### src/rtl/drs_pkg.sv
`timescale 1ns/1ps
package drs_pkg;
  typedef enum logic [2:0] {
    ST_PWR, ST_WAKE, ST_IDLE, ST_REQ, ST_REF, ST_SR
  } seq_st_t;

  typedef enum logic [1:0] {
    EG_IDLE, EG_SETUP, EG_LOW, EG_PRE
  } eng_st_t;
endpackage

### src/rtl/drs_refi_timer.sv
`timescale 1ns/1ps
module drs_refi_timer #(
  parameter int unsigned T_REFI   = 780,
  parameter int unsigned PEND_MAX = 8
) (
  input  logic clk,
  input  logic rst_n,
  input  logic clr,
  input  logic take,
  output logic pend_any,
  output logic overrun
);
  localparam int TW = $clog2(T_REFI + 1);
  localparam int NW = $clog2(PEND_MAX + 1);

  logic [TW-1:0] tcnt_q, tcnt_d;
  logic [NW-1:0] pend_q, pend_d;
  logic          tick;

  always_comb begin
    tick   = 1'b0;
    tcnt_d = tcnt_q + 1'b1;
    if (tcnt_q == TW'(T_REFI - 1)) begin
      tcnt_d = '0;
      tick   = 1'b1;
    end
    pend_d = pend_q;
    if (tick && !take) begin
      if (pend_q != NW'(PEND_MAX)) pend_d = pend_q + 1'b1;
    end else if (!tick && take) begin
      if (pend_q != '0) pend_d = pend_q - 1'b1;
    end
    if (clr) begin
      tcnt_d = '0;
      pend_d = '0;
    end
  end

  always_ff @(posedge clk or negedge rst_n) begin
    if (!rst_n) begin
      tcnt_q <= '0;
      pend_q <= '0;
    end else begin
      tcnt_q <= tcnt_d;
      pend_q <= pend_d;
    end
  end

  assign pend_any = (pend_q != '0);
  assign overrun  = (pend_q == NW'(PEND_MAX));


  pend_range_chk: assert property (@(posedge clk) disable iff (!rst_n)
    int'(pend_q) <= int'(PEND_MAX));


  take_owed_chk: assert property (@(posedge clk) disable iff (!rst_n)
    take |-> pend_any);
endmodule

### src/rtl/drs_cbr_engine.sv
`timescale 1ns/1ps
module drs_cbr_engine
  import drs_pkg::*;
#(
  parameter int unsigned T_CSR = 1,
  parameter int unsigned T_CHR = 1,
  parameter int unsigned T_RAS = 3,
  parameter int unsigned T_RP  = 2
) (
  input  logic clk,
  input  logic rst_n,
  input  logic start,
  input  logic hold,
  output logic ras_n,
  output logic cas_n,
  output logic idle,
  output logic done
);
  localparam int unsigned M1 = (T_CSR > T_RAS) ? T_CSR : T_RAS;
  localparam int unsigned MX = (M1 > T_RP) ? M1 : T_RP;
  localparam int CW = $clog2(MX + 1);

  eng_st_t       st_q, st_d;
  logic [CW-1:0] cnt_q, cnt_d;
  logic [CW-1:0] lo_cnt;

  always_comb begin
    st_d  = st_q;
    cnt_d = cnt_q;
    case (st_q)
      EG_IDLE: if (start) begin
        st_d  = EG_SETUP;
        cnt_d = '0;
      end
      EG_SETUP: if (cnt_q == CW'(T_CSR - 1)) begin
        st_d  = EG_LOW;
        cnt_d = '0;
      end else cnt_d = cnt_q + 1'b1;
      EG_LOW: if (cnt_q == CW'(T_RAS - 1)) begin
        if (!hold) begin
          st_d  = EG_PRE;
          cnt_d = '0;
        end
      end else cnt_d = cnt_q + 1'b1;
      EG_PRE: if (cnt_q == CW'(T_RP - 1)) begin
        st_d  = EG_IDLE;
        cnt_d = '0;
      end else cnt_d = cnt_q + 1'b1;
      default: st_d = EG_IDLE;
    endcase
  end

  always_ff @(posedge clk or negedge rst_n) begin
    if (!rst_n) begin
      st_q  <= EG_IDLE;
      cnt_q <= '0;
    end else begin
      st_q  <= st_d;
      cnt_q <= cnt_d;
    end
  end

  assign idle  = (st_q == EG_IDLE);
  assign done  = (st_q == EG_PRE) && (cnt_q == CW'(T_RP - 1));
  assign ras_n = (st_q != EG_LOW);
  assign cas_n = !((st_q == EG_SETUP) ||
                   ((st_q == EG_LOW) && ((cnt_q < CW'(T_CHR)) || hold)));

  // checker counter: cycles RAS has been low
  always_ff @(posedge clk or negedge rst_n) begin
    if (!rst_n) lo_cnt <= '0;
    else if (ras_n) lo_cnt <= '0;
    else if (lo_cnt != CW'(T_RAS)) lo_cnt <= lo_cnt + 1'b1;
  end


  cas_before_ras_chk: assert property (@(posedge clk) disable iff (!rst_n)
    $fell(ras_n) |-> (!cas_n && $past(!cas_n)));


  ras_width_chk: assert property (@(posedge clk) disable iff (!rst_n)
    $rose(ras_n) |-> (int'(lo_cnt) >= int'(T_RAS)));
endmodule

### src/rtl/drs_refresh_seq.sv
`timescale 1ns/1ps
module drs_refresh_seq
  import drs_pkg::*;
#(
  parameter int unsigned T_PWR    = 10000,
  parameter int unsigned WAKE_N   = 8,
  parameter int unsigned T_REFI   = 780,
  parameter int unsigned PEND_MAX = 8,
  parameter int unsigned T_CSR    = 1,
  parameter int unsigned T_CHR    = 1,
  parameter int unsigned T_RAS    = 3,
  parameter int unsigned T_RP     = 2
) (
  input  logic clk,
  input  logic rst_n,
  input  logic sr_req,
  input  logic ref_grant,
  output logic ref_req,
  output logic busy,
  output logic ready,
  output logic ras_n,
  output logic lcas_n,
  output logic ucas_n
);
  localparam int PW = $clog2(T_PWR + 1);
  localparam int WW = $clog2(WAKE_N + 1);

  seq_st_t       st_q, st_d;
  logic [PW-1:0] pwr_q, pwr_d;
  logic [WW-1:0] wake_q, wake_d;
  logic          eng_start, eng_hold, eng_idle, eng_done, eng_cas_n;
  logic          pend_any, overrun, tmr_clr, tmr_take, want;

  assign want = pend_any || sr_req;

  always_comb begin
    st_d   = st_q;
    pwr_d  = pwr_q;
    wake_d = wake_q;
    case (st_q)
      ST_PWR: if (pwr_q == PW'(T_PWR - 1)) begin
        st_d   = ST_WAKE;
        wake_d = '0;
      end else pwr_d = pwr_q + 1'b1;
      ST_WAKE: if (eng_done) begin
        if (wake_q == WW'(WAKE_N - 1)) st_d = ST_IDLE;
        else wake_d = wake_q + 1'b1;
      end
      ST_IDLE: if (want) st_d = ST_REQ;
      ST_REQ: begin
        if (!want) st_d = ST_IDLE;
        else if (ref_grant) begin
          if (overrun) begin
            st_d   = ST_WAKE;
            wake_d = '0;
          end else if (pend_any) st_d = ST_REF;
          else st_d = ST_SR;
        end
      end
      ST_REF: if (eng_done) st_d = ST_IDLE;
      ST_SR:  if (eng_done) st_d = ST_IDLE;
      default: st_d = ST_PWR;
    endcase
  end

  always_ff @(posedge clk or negedge rst_n) begin
    if (!rst_n) begin
      st_q   <= ST_PWR;
      pwr_q  <= '0;
      wake_q <= '0;
    end else begin
      st_q   <= st_d;
      pwr_q  <= pwr_d;
      wake_q <= wake_d;
    end
  end

  assign eng_start = ((st_q == ST_REQ) && ref_grant && want) ||
                     ((st_q == ST_WAKE) && eng_idle);
  assign eng_hold  = (st_q == ST_SR) && sr_req;
  assign tmr_clr   = (st_q == ST_PWR) || (st_q == ST_WAKE) || (st_q == ST_SR);
  assign tmr_take  = (st_q == ST_REF) && eng_done;

  drs_refi_timer #(.T_REFI(T_REFI), .PEND_MAX(PEND_MAX)) i_timer (
    .clk(clk), .rst_n(rst_n), .clr(tmr_clr), .take(tmr_take),
    .pend_any(pend_any), .overrun(overrun)
  );

  drs_cbr_engine #(.T_CSR(T_CSR), .T_CHR(T_CHR), .T_RAS(T_RAS), .T_RP(T_RP)) i_engine (
    .clk(clk), .rst_n(rst_n), .start(eng_start), .hold(eng_hold),
    .ras_n(ras_n), .cas_n(eng_cas_n), .idle(eng_idle), .done(eng_done)
  );

  assign lcas_n  = eng_cas_n;
  assign ucas_n  = eng_cas_n;
  assign ready   = (st_q == ST_IDLE) || (st_q == ST_REQ);
  assign busy    = !ready;
  assign ref_req = (st_q == ST_REQ);


  ready_quiet_chk: assert property (@(posedge clk) disable iff (!rst_n)
    ready |-> (ras_n && lcas_n && ucas_n));


  fall_owned_chk: assert property (@(posedge clk) disable iff (!rst_n)
    $fell(ras_n) |-> busy);


  byte_pair_chk: assert property (@(posedge clk) disable iff (!rst_n)
    lcas_n == ucas_n);


  exit_pre_chk: assert property (@(posedge clk) disable iff (!rst_n)
    $rose(ready) |-> $past(ras_n));
endmodule

### config.mk
export PLATFORM = sky130hd
export DESIGN_NAME = drs_refresh_seq
export DESIGN_NICKNAME = d
export VERILOG_FILES = /design/src/rtl/drs_pkg.sv /design/src/rtl/drs_refi_timer.sv /design/src/rtl/drs_cbr_engine.sv /design/src/rtl/drs_refresh_seq.sv
export SDC_FILE = /design/constraint.sdc
export NUM_CORES = 1
export LEC_CHECK = 0
export BUFFER_PORTS_ARGS = -buffer_cell sky130_fd_sc_hd__buf_2
export CORE_MARGIN = 3
export CORE_UTILIZATION = 30
export CTS_CLUSTER_SIZE = 10
export DETAILED_ROUTE_END_ITERATION = 10
export HOLD_SLACK_MARGIN = 0.08
export PLACE_DENSITY = 0.49
export SLEW_MARGIN = 20
export SYNTH_ARGS = -nofsm -noshare
export SYNTH_HDL_FRONTEND = slang
export SYNTH_SLANG_ARGS = --single-unit
export TNS_END_PERCENT = 20
### constraint.sdc
create_clock -name clk -period 4.4 [get_ports clk]
set_input_delay 0.88 -clock clk [delete_from_list [all_inputs] [get_ports clk]]
set_output_delay 0.88 -clock clk [all_outputs]
set_load 0.05 [all_outputs]
[Word level (Yosys, flattened, before mapping)]
Cells that the tools add are included.
Word-level totals
  register bits after elaboration: 39
  output and inout bits: 6
  word-level logic and storage cells: 119
Operators by class
  add/subtract/negate cells: 6
  $lt $le $gt $ge: 1
  equal/unequal tests: 33
  muxes and demuxes: 37
  bitwise gates (word level): 1
  reduce and logical (&&, ||, !) cells: 34
Operators with widths (count)
  4-bit 2-to-1 mux: 11
  3-bit 2-to-1 mux: 8
  10-bit 2-to-1 mux: 2
  2-bit 2-to-1 mux: 10
  2-bit != test, second input constant: 9
  2-bit one-hot mux with 4 select lines: 2
  3-bit one-hot mux with 5 select lines: 1
  14-bit by 1-bit adder with 14-bit output, second input constant: 1
  14-bit equality test, second input constant: 1
  2-bit by 1-bit != test with 1-bit output, second input constant: 6
  4-bit one-hot mux with 3 select lines: 1
  10-bit by 1-bit adder with 10-bit output, second input constant: 1
  10-bit equality test, second input constant: 1
  1-bit logical AND: 9
  3-bit nonzero test: 3
  4-bit by 1-bit adder with 4-bit output, second input constant: 2
  1-bit logical OR: 7
  7-bit AND reduction: 1
  2-bit equality test, second input constant: 3
  3-bit by 2-bit equality test with 1-bit output, second input constant: 2
  3-bit equality test, second input constant: 2
  3-bit != test, second input constant: 2
  6-bit AND reduction: 1
  5-bit AND reduction: 1
  other kinds (18): 25

[Logic depth before layout (Yosys ltp)]
  word-level depth: 7
  depth in mapped cells: 12
  mapped depth without buffers: 12

[Hierarchy]
From an unflattened synthesis, not the netlist that was laid out.
Second synthesis, totals
  cells, all modules: 258
  area, all modules: 2580.0 sq um
Modules (own cells, without submodules)
  drs_refresh_seq: times used 1, cells each 121, area an instance 1219.9 sq um, sequential area each 525.5 sq um
  drs_refi_timer: times used 1, cells each 97, area an instance 909.6 sq um, sequential area each 350.3 sq um
  drs_cbr_engine: times used 1, cells each 40, area an instance 450.4 sq um, sequential area each 100.1 sq um

[Worst setup path after synthesis]
OpenSTA, ideal clock, no wires.
  kind: reg2out
  from: register i_engine.st_q[0]
  to: output ucas_n
  arrival time: 2829 ps
  required time: 3520 ps
  slack: 691 ps
  stages on the path, launching flop included: 7
  cells stage by stage: dfrtp_1 > inv_1 > ha_1 > inv_1 > nor3_1 > a211oi_1 > buf_4
On the way
  word-level cells in the longest chain between the ends: 4
Ends and longest elaborated chain
  start: declaration: RTL line drs_cbr_engine.sv:23  | eng_st_t st_q, st_d;
  start signal: assignment: RTL line drs_cbr_engine.sv:58  | st_q <= st_d;
  2-bit equality test: RTL line drs_cbr_engine.sv:67  | ((st_q == EG_LOW) && ((cnt_q < CW'(T_CHR)) || hold)));
  1-bit logical AND: RTL line drs_cbr_engine.sv:67
  1-bit logical OR (*): RTL line drs_cbr_engine.sv:66  | assign cas_n = !((st_q == EG_SETUP) ||
  1-bit logical NOT (*): RTL line drs_cbr_engine.sv:66
  end: declaration: RTL line drs_refresh_seq.sv:23  | output logic ucas_n
Every way passes the cells marked *; elsewhere a longest branch is shown, timed or not.

[Worst setup path in the final report]
  from: register i_timer.tcnt_q[0]
  to: register i_timer.pend_q[3]
On the way
  word-level cells in the longest chain between the ends: 6
Ends and longest elaborated chain
  start: declaration: RTL line drs_refi_timer.sv:16  | logic [TW-1:0] tcnt_q, tcnt_d;
  start signal: assignment: RTL line drs_refi_timer.sv:44  | tcnt_q <= tcnt_d;
  10-bit equality test (*): RTL line drs_refi_timer.sv:23  | if (tcnt_q == TW'(T_REFI - 1)) begin
  1-bit 2-to-1 mux (*): RTL line drs_refi_timer.sv:23
  1-bit logical NOT: RTL line drs_refi_timer.sv:30  | end else if (!tick && take) begin
  1-bit logical AND: RTL line drs_refi_timer.sv:30
  3-bit nonzero test (no source line)
  3-bit AND reduction (no source line)
  end signal: assignment: RTL line drs_refi_timer.sv:45  | pend_q <= pend_d;
  end: declaration: RTL line drs_refi_timer.sv:17  | logic [NW-1:0] pend_q, pend_d;
Marks and branches as above.
A chain may end at the register's enable or synchronous reset.

==> report_table.html <==
<table>
<tr><th>Metric</th><th>Value</th></tr>
<tr><th colspan="2">Status</th></tr>
<tr><td>Result of the run</td><td>finished clean</td></tr>
<tr><th colspan="2">Drt</th></tr>
<tr><td>Number of antenna-violating nets in the routed design</td><td>0</td></tr>
<tr><td>Routed wl met2</td><td>1.947 mm</td></tr>
<tr><td>Vias post-DR</td><td>1683</td></tr>
<tr><td>Average via count per standard cell</td><td>4.850</td></tr>
<tr><td>Average routed wire per standard cell</td><td>12.52 um</td></tr>
<tr><td>Initial drt markers</td><td>110</td></tr>
<tr><td>DR DRC count</td><td>0</td></tr>
<tr><td>Length of routed met3 wiring</td><td>122 um</td></tr>
<tr><td>DRT met1 WL</td><td>2.245 mm</td></tr>
<tr><td>Top routing layer in use</td><td>met4</td></tr>
<tr><td>DRT Wirelength</td><td>4.345 mm</td></tr>
<tr><td>Number of detailed-routing iterations run before antenna repair</td><td>4</td></tr>
<tr><th colspan="2">Pwr</th></tr>
<tr><td>Cell-internal power</td><td>0.5283 mW</td></tr>
<tr><td>Power density relative to cell area</td><td>260.2 mW/mm^2</td></tr>
<tr><td>Sequential group share of total power</td><td>53.9%</td></tr>
<tr><td>Worst-case vdd ir drop</td><td>108.8 uV</td></tr>
<tr><td>Clock group share of total power</td><td>44.7%</td></tr>
<tr><td>P_sw</td><td>0.1360 mW</td></tr>
<tr><td>Part of the total power dissipated in combinational logic</td><td>1.4%</td></tr>
<tr><td>Switching fraction of total power</td><td>20.47%</td></tr>
<tr><td>Static leakage</td><td>1.032 nW</td></tr>
<tr><th colspan="2">STA</th></tr>
<tr><td>Fmax achieved</td><td>0.3697 GHz</td></tr>
<tr><td>Sum Neg Setup Slack</td><td>0 ps</td></tr>
<tr><td>Worst slew slack as a fraction of its limit</td><td>41.65%</td></tr>
<tr><td>Final setup skew</td><td>5.760 ps</td></tr>
<tr><td>Pins Over Slew Limit</td><td>0</td></tr>
<tr><td>Final Critical Period</td><td>2705 ps</td></tr>
<tr><td>Pin slew with the least headroom to its limit</td><td>875.3 ps</td></tr>
<tr><td>RSZ-0062 raised after global routing</td><td>no</td></tr>
<tr><td>Final-report setup violation count</td><td>0</td></tr>
<tr><td>Number of hold-slack violations in the final timing report</td><td>0</td></tr>
<tr><td>Final worst-path cycle share</td><td>61.48%</td></tr>
<tr><th colspan="2">Final layout</th></tr>
<tr><td>Final nets</td><td>268</td></tr>
<tr><td>Proportion of layout cells with a drive suffix above 1</td><td>10.48%</td></tr>
<tr><td>Non-filler cells, final</td><td>347</td></tr>
<tr><td>Multi-input logic area</td><td>0.001239 mm^2</td></tr>
<tr><td># diodes</td><td>0</td></tr>
<tr><td>Final core utilization</td><td>34.64%</td></tr>
<tr><td>Growth of design area from synthesis to finish</td><td>10.75%</td></tr>
<tr><td>Layout fillers</td><td>786</td></tr>
<tr><td>Register area</td><td>975.9 um^2</td></tr>
<tr><th colspan="2">Global route</th></tr>
<tr><td>Antenna violations before repair</td><td>0</td></tr>
<tr><td>Total routing usage reported by global routing</td><td>11.11%</td></tr>
<tr><td>Maximum number of pins on one net before global-route repair</td><td>40</td></tr>
<tr><td>Via count of the first global-routing pass</td><td>1709</td></tr>
<tr><td>Leftover overflow at the end of global routing</td><td>0</td></tr>
<tr><td>First-pass GRT wire length</td><td>7.824 mm</td></tr>
<tr><th colspan="2">Clocking</th></tr>
<tr><td>Level count of the clock H-tree</td><td>2</td></tr>
<tr><td>Clock-pin slew on the worst setup and hold paths</td><td>80 ps</td></tr>
<tr><td>Num CTS Buffers</td><td>5</td></tr>
<tr><td>Max clock buf depth</td><td>2</td></tr>
<tr><td>Sink Count</td><td>39</td></tr>
<tr><td>Worst-Skew Late Latency</td><td>290 ps</td></tr>
<tr><td>Number of buffers inserted by post-CTS setup repair</td><td>0</td></tr>
<tr><td>CTS Root Buffer Type</td><td>clkbuf_8</td></tr>
<tr><td>Hold_buf cts</td><td>0</td></tr>
<tr><td>CTS tree</td><td>yes</td></tr>
<tr><td>Post-CTS sizing</td><td>0</td></tr>
<tr><th colspan="2">Floorplanning</th></tr>
<tr><td>Io pins</td><td>10</td></tr>
<tr><td>Height of the die</td><td>93.65 um</td></tr>
<tr><td>CORE AREA</td><td>0.007370 mm^2</td></tr>
<tr><td>Horizontal extent of the die</td><td>93.65 um</td></tr>
<tr><td>FP Rows</td><td>31</td></tr>
<tr><td>Die Outline Area</td><td>0.008770 mm^2</td></tr>
<tr><td>Initial cell density of the core</td><td>31.27%</td></tr>
<tr><th colspan="2">Synth</th></tr>
<tr><td>Combinational family with the most area after synthesis</td><td>simple AND/OR/NAND/NOR gates</td></tr>
<tr><td>Library cells used by synthesis</td><td>47</td></tr>
<tr><td>Nets in the synthesized netlist</td><td>258</td></tr>
<tr><td>Multiplexer share of the synthesized area</td><td>3.040%</td></tr>
<tr><td>Post-Synthesis Cell Area</td><td>0.002305 mm^2</td></tr>
<tr><td>Mean instance size in the synthesized netlist</td><td>9.725 um^2</td></tr>
<tr><td>Adder and majority cell fraction of the synthesized area</td><td>9.229%</td></tr>
<tr><td>Total of flip-flops plus latches after synthesis</td><td>39</td></tr>
<tr><td>YS warnings</td><td>0</td></tr>
<tr><td>Area contributors post-synth</td><td>dfrtp_1, ha_1, xnor2_1</td></tr>
<tr><td>XOR/XNOR Fraction of Synth Area</td><td>9.501%</td></tr>
<tr><td>Area fraction of the dominant cell type after synthesis</td><td>42.35%</td></tr>
<tr><td>Most numerous cell in the Yosys netlist</td><td>dfrtp_1</td></tr>
<tr><td>Fraction of registers with async set/reset</td><td>100.0%</td></tr>
<tr><td>Main synth FF type</td><td>dfrtp_1</td></tr>
<tr><td>Yosys top cell by area</td><td>dfrtp_1</td></tr>
<tr><td>Sequential fraction of the synthesis area</td><td>42.35%</td></tr>
<tr><td>Post-Synthesis Cells</td><td>237</td></tr>
<tr><td>Commonest cells in the netlist</td><td>dfrtp_1, nor2_1, nand2_1</td></tr>
<tr><td>Synthesized-area fraction occupied by and/or/nand/nor cells</td><td>21.50%</td></tr>
<tr><td>Area fraction in compound gates after synthesis</td><td>10.48%</td></tr>
<tr><td>Number of flops mapped to enable cells by yosys</td><td>0</td></tr>
<tr><th colspan="2">Setup path</th></tr>
<tr><td>Cells on worst reg2reg path</td><td>10</td></tr>
<tr><td>Worst endpoint data arrival time</td><td>2880 ps</td></tr>
<tr><td>CP Data Required Time</td><td>4580 ps</td></tr>
<tr><td>CP Max Fanout</td><td>4</td></tr>
<tr><td>R2r startpoint</td><td>i_timer.tcnt_q[0]</td></tr>
<tr><td>Reg2reg setup slack</td><td>1700 ps</td></tr>
<tr><td>Sort of element at the end of the critical path</td><td>flip-flop</td></tr>
<tr><td>Endpoint of the lowest-slack register-to-register path</td><td>i_timer.pend_q[3]</td></tr>
<tr><td>Crit Path Category</td><td>flip-flop to flip-flop</td></tr>
<tr><td>Sort of element at the start of the critical path</td><td>flip-flop</td></tr>
<tr><th colspan="2">Placement</th></tr>
<tr><td>Half-perimeter wire length after detailed placement</td><td>3.173 mm</td></tr>
<tr><td>Number of I/O port buffers</td><td>9</td></tr>
<tr><td>Placed insts</td><td>339</td></tr>
<tr><td>Global placement routability congestion</td><td>0.7343</td></tr>
<tr><th colspan="2">Min path</th></tr>
<tr><td>Min-delay worst type</td><td>flip-flop to flip-flop</td></tr>
<tr><td>Endpoint of the worst hold path</td><td>pwr_q[13]</td></tr>
<tr><td>Number of cells on the worst hold path</td><td>1</td></tr>
<tr><td>Hold Path Origin</td><td>pwr_q[13]</td></tr>
<tr><th colspan="2">Flow run</th></tr>
<tr><td># Max-Cap Violations</td><td>0</td></tr>
</table>
[logic make-up after synthesis]
kind of cell	Yosys count
simple gates	95
flops	39
compound gates	34
xor+xnor	25
buf+inv	21
fa+ha+maj	17
mux	6
[state kept, by name (all words and copies together) (netlist names)]
register,flops
i_engine.cnt_q,2
i_engine.st_q,2
st_q,3
i_timer.pend_q,4
i_timer.tcnt_q,10
wake_q,4
pwr_q,14
[critical path: stages (launching register included)]
cell      delay, ps
dfrtp_1         390
ha_1            240
nand4_1         110
nor4_1          440
ha_1            330
inv_1            70
ha_1            310
o21a_1          120
o21ai_0         210
a311oi_1        140
a41o_1          230
[placed cells by master (no fill, tap or decap), drive strengths merged, types with 3 or more instances in the layout]
cell and n:
nand3 14, nor2b 7, a21oi 6, nor4 4
nor3 3, buf 9, nand4 5, inv 15
ha 17, xnor2 19, o21ai 8, and3 3
clkbuf 5, mux2 5, xor2 6, dfrtp 39
nor2 27, nand2 20, o31ai 3
[metrics by stage]
| stage | worst slack, ps | cell area [um^2] | total power, mW | hold WS, ps |
|---|---|---|---|---|
| after floorplan | 690.7 | 2305 | 0.3661 | 438.1 |
| after global placement | 1800 | 2440 | 0.3756 | 461.0 |
| after detailed placement | 1729 | 2440 | 0.3755 | 477.5 |
| after CTS | 1695 | 2552 | 0.6785 | 491.5 |
| after global routing | 1297 | 2552 | 0.6980 | 505.6 |
| final | 1695 | 2552 | 0.6643 | 486.0 |
[routing by layer]
layer / track usage (%) / up-vias
met2: 16.86 / 21
met5: 0 / -
li1: - / 849
met1: 15.63 / 811
met4: 3.490 / 0
met3: 2.644 / 2
[final cells by class]
type                       instances  area share [%]
clock inverter                     3           1.716
clock buffer                       5           2.696
inverter                          15           2.206
timing repair buffer               9           1.765
multi-input combinational        177           48.53
tap                               99           4.853
sequential                        39           38.24
[worst max path at each step]
stage / startpoint / to / slack (ps) / cells past startpoint
after CTS: i_timer.tcnt_q[0] / i_timer.pend_q[3] / 1700 / 10
final: i_timer.tcnt_q[0] / i_timer.pend_q[3] / 1700 / 10
after detailed placement: i_timer.tcnt_q[0] / i_timer.pend_q[3] / 1730 / 10
after global placement: i_timer.tcnt_q[0] / i_timer.pend_q[3] / 1800 / 10
after floorplan: i_engine.st_q[0] / ucas_n / 690 / 6
after global routing: i_timer.tcnt_q[0] / i_timer.pend_q[3] / 1300 / 10
[power by group through the flow]
stage / logic [mW] / clock network [mW] / registers [mW]
final: 0.00932 / 0.297 / 0.358
after global routing: 0.0114 / 0.328 / 0.358
after CTS: 0.0103 / 0.310 / 0.358
after detailed placement: 0.0102 / 0 / 0.365
after global placement: 0.0104 / 0 / 0.365
after floorplan: 0.000749 / 0 / 0.365
No activity file was read; power rests on OpenSTA's default activity.
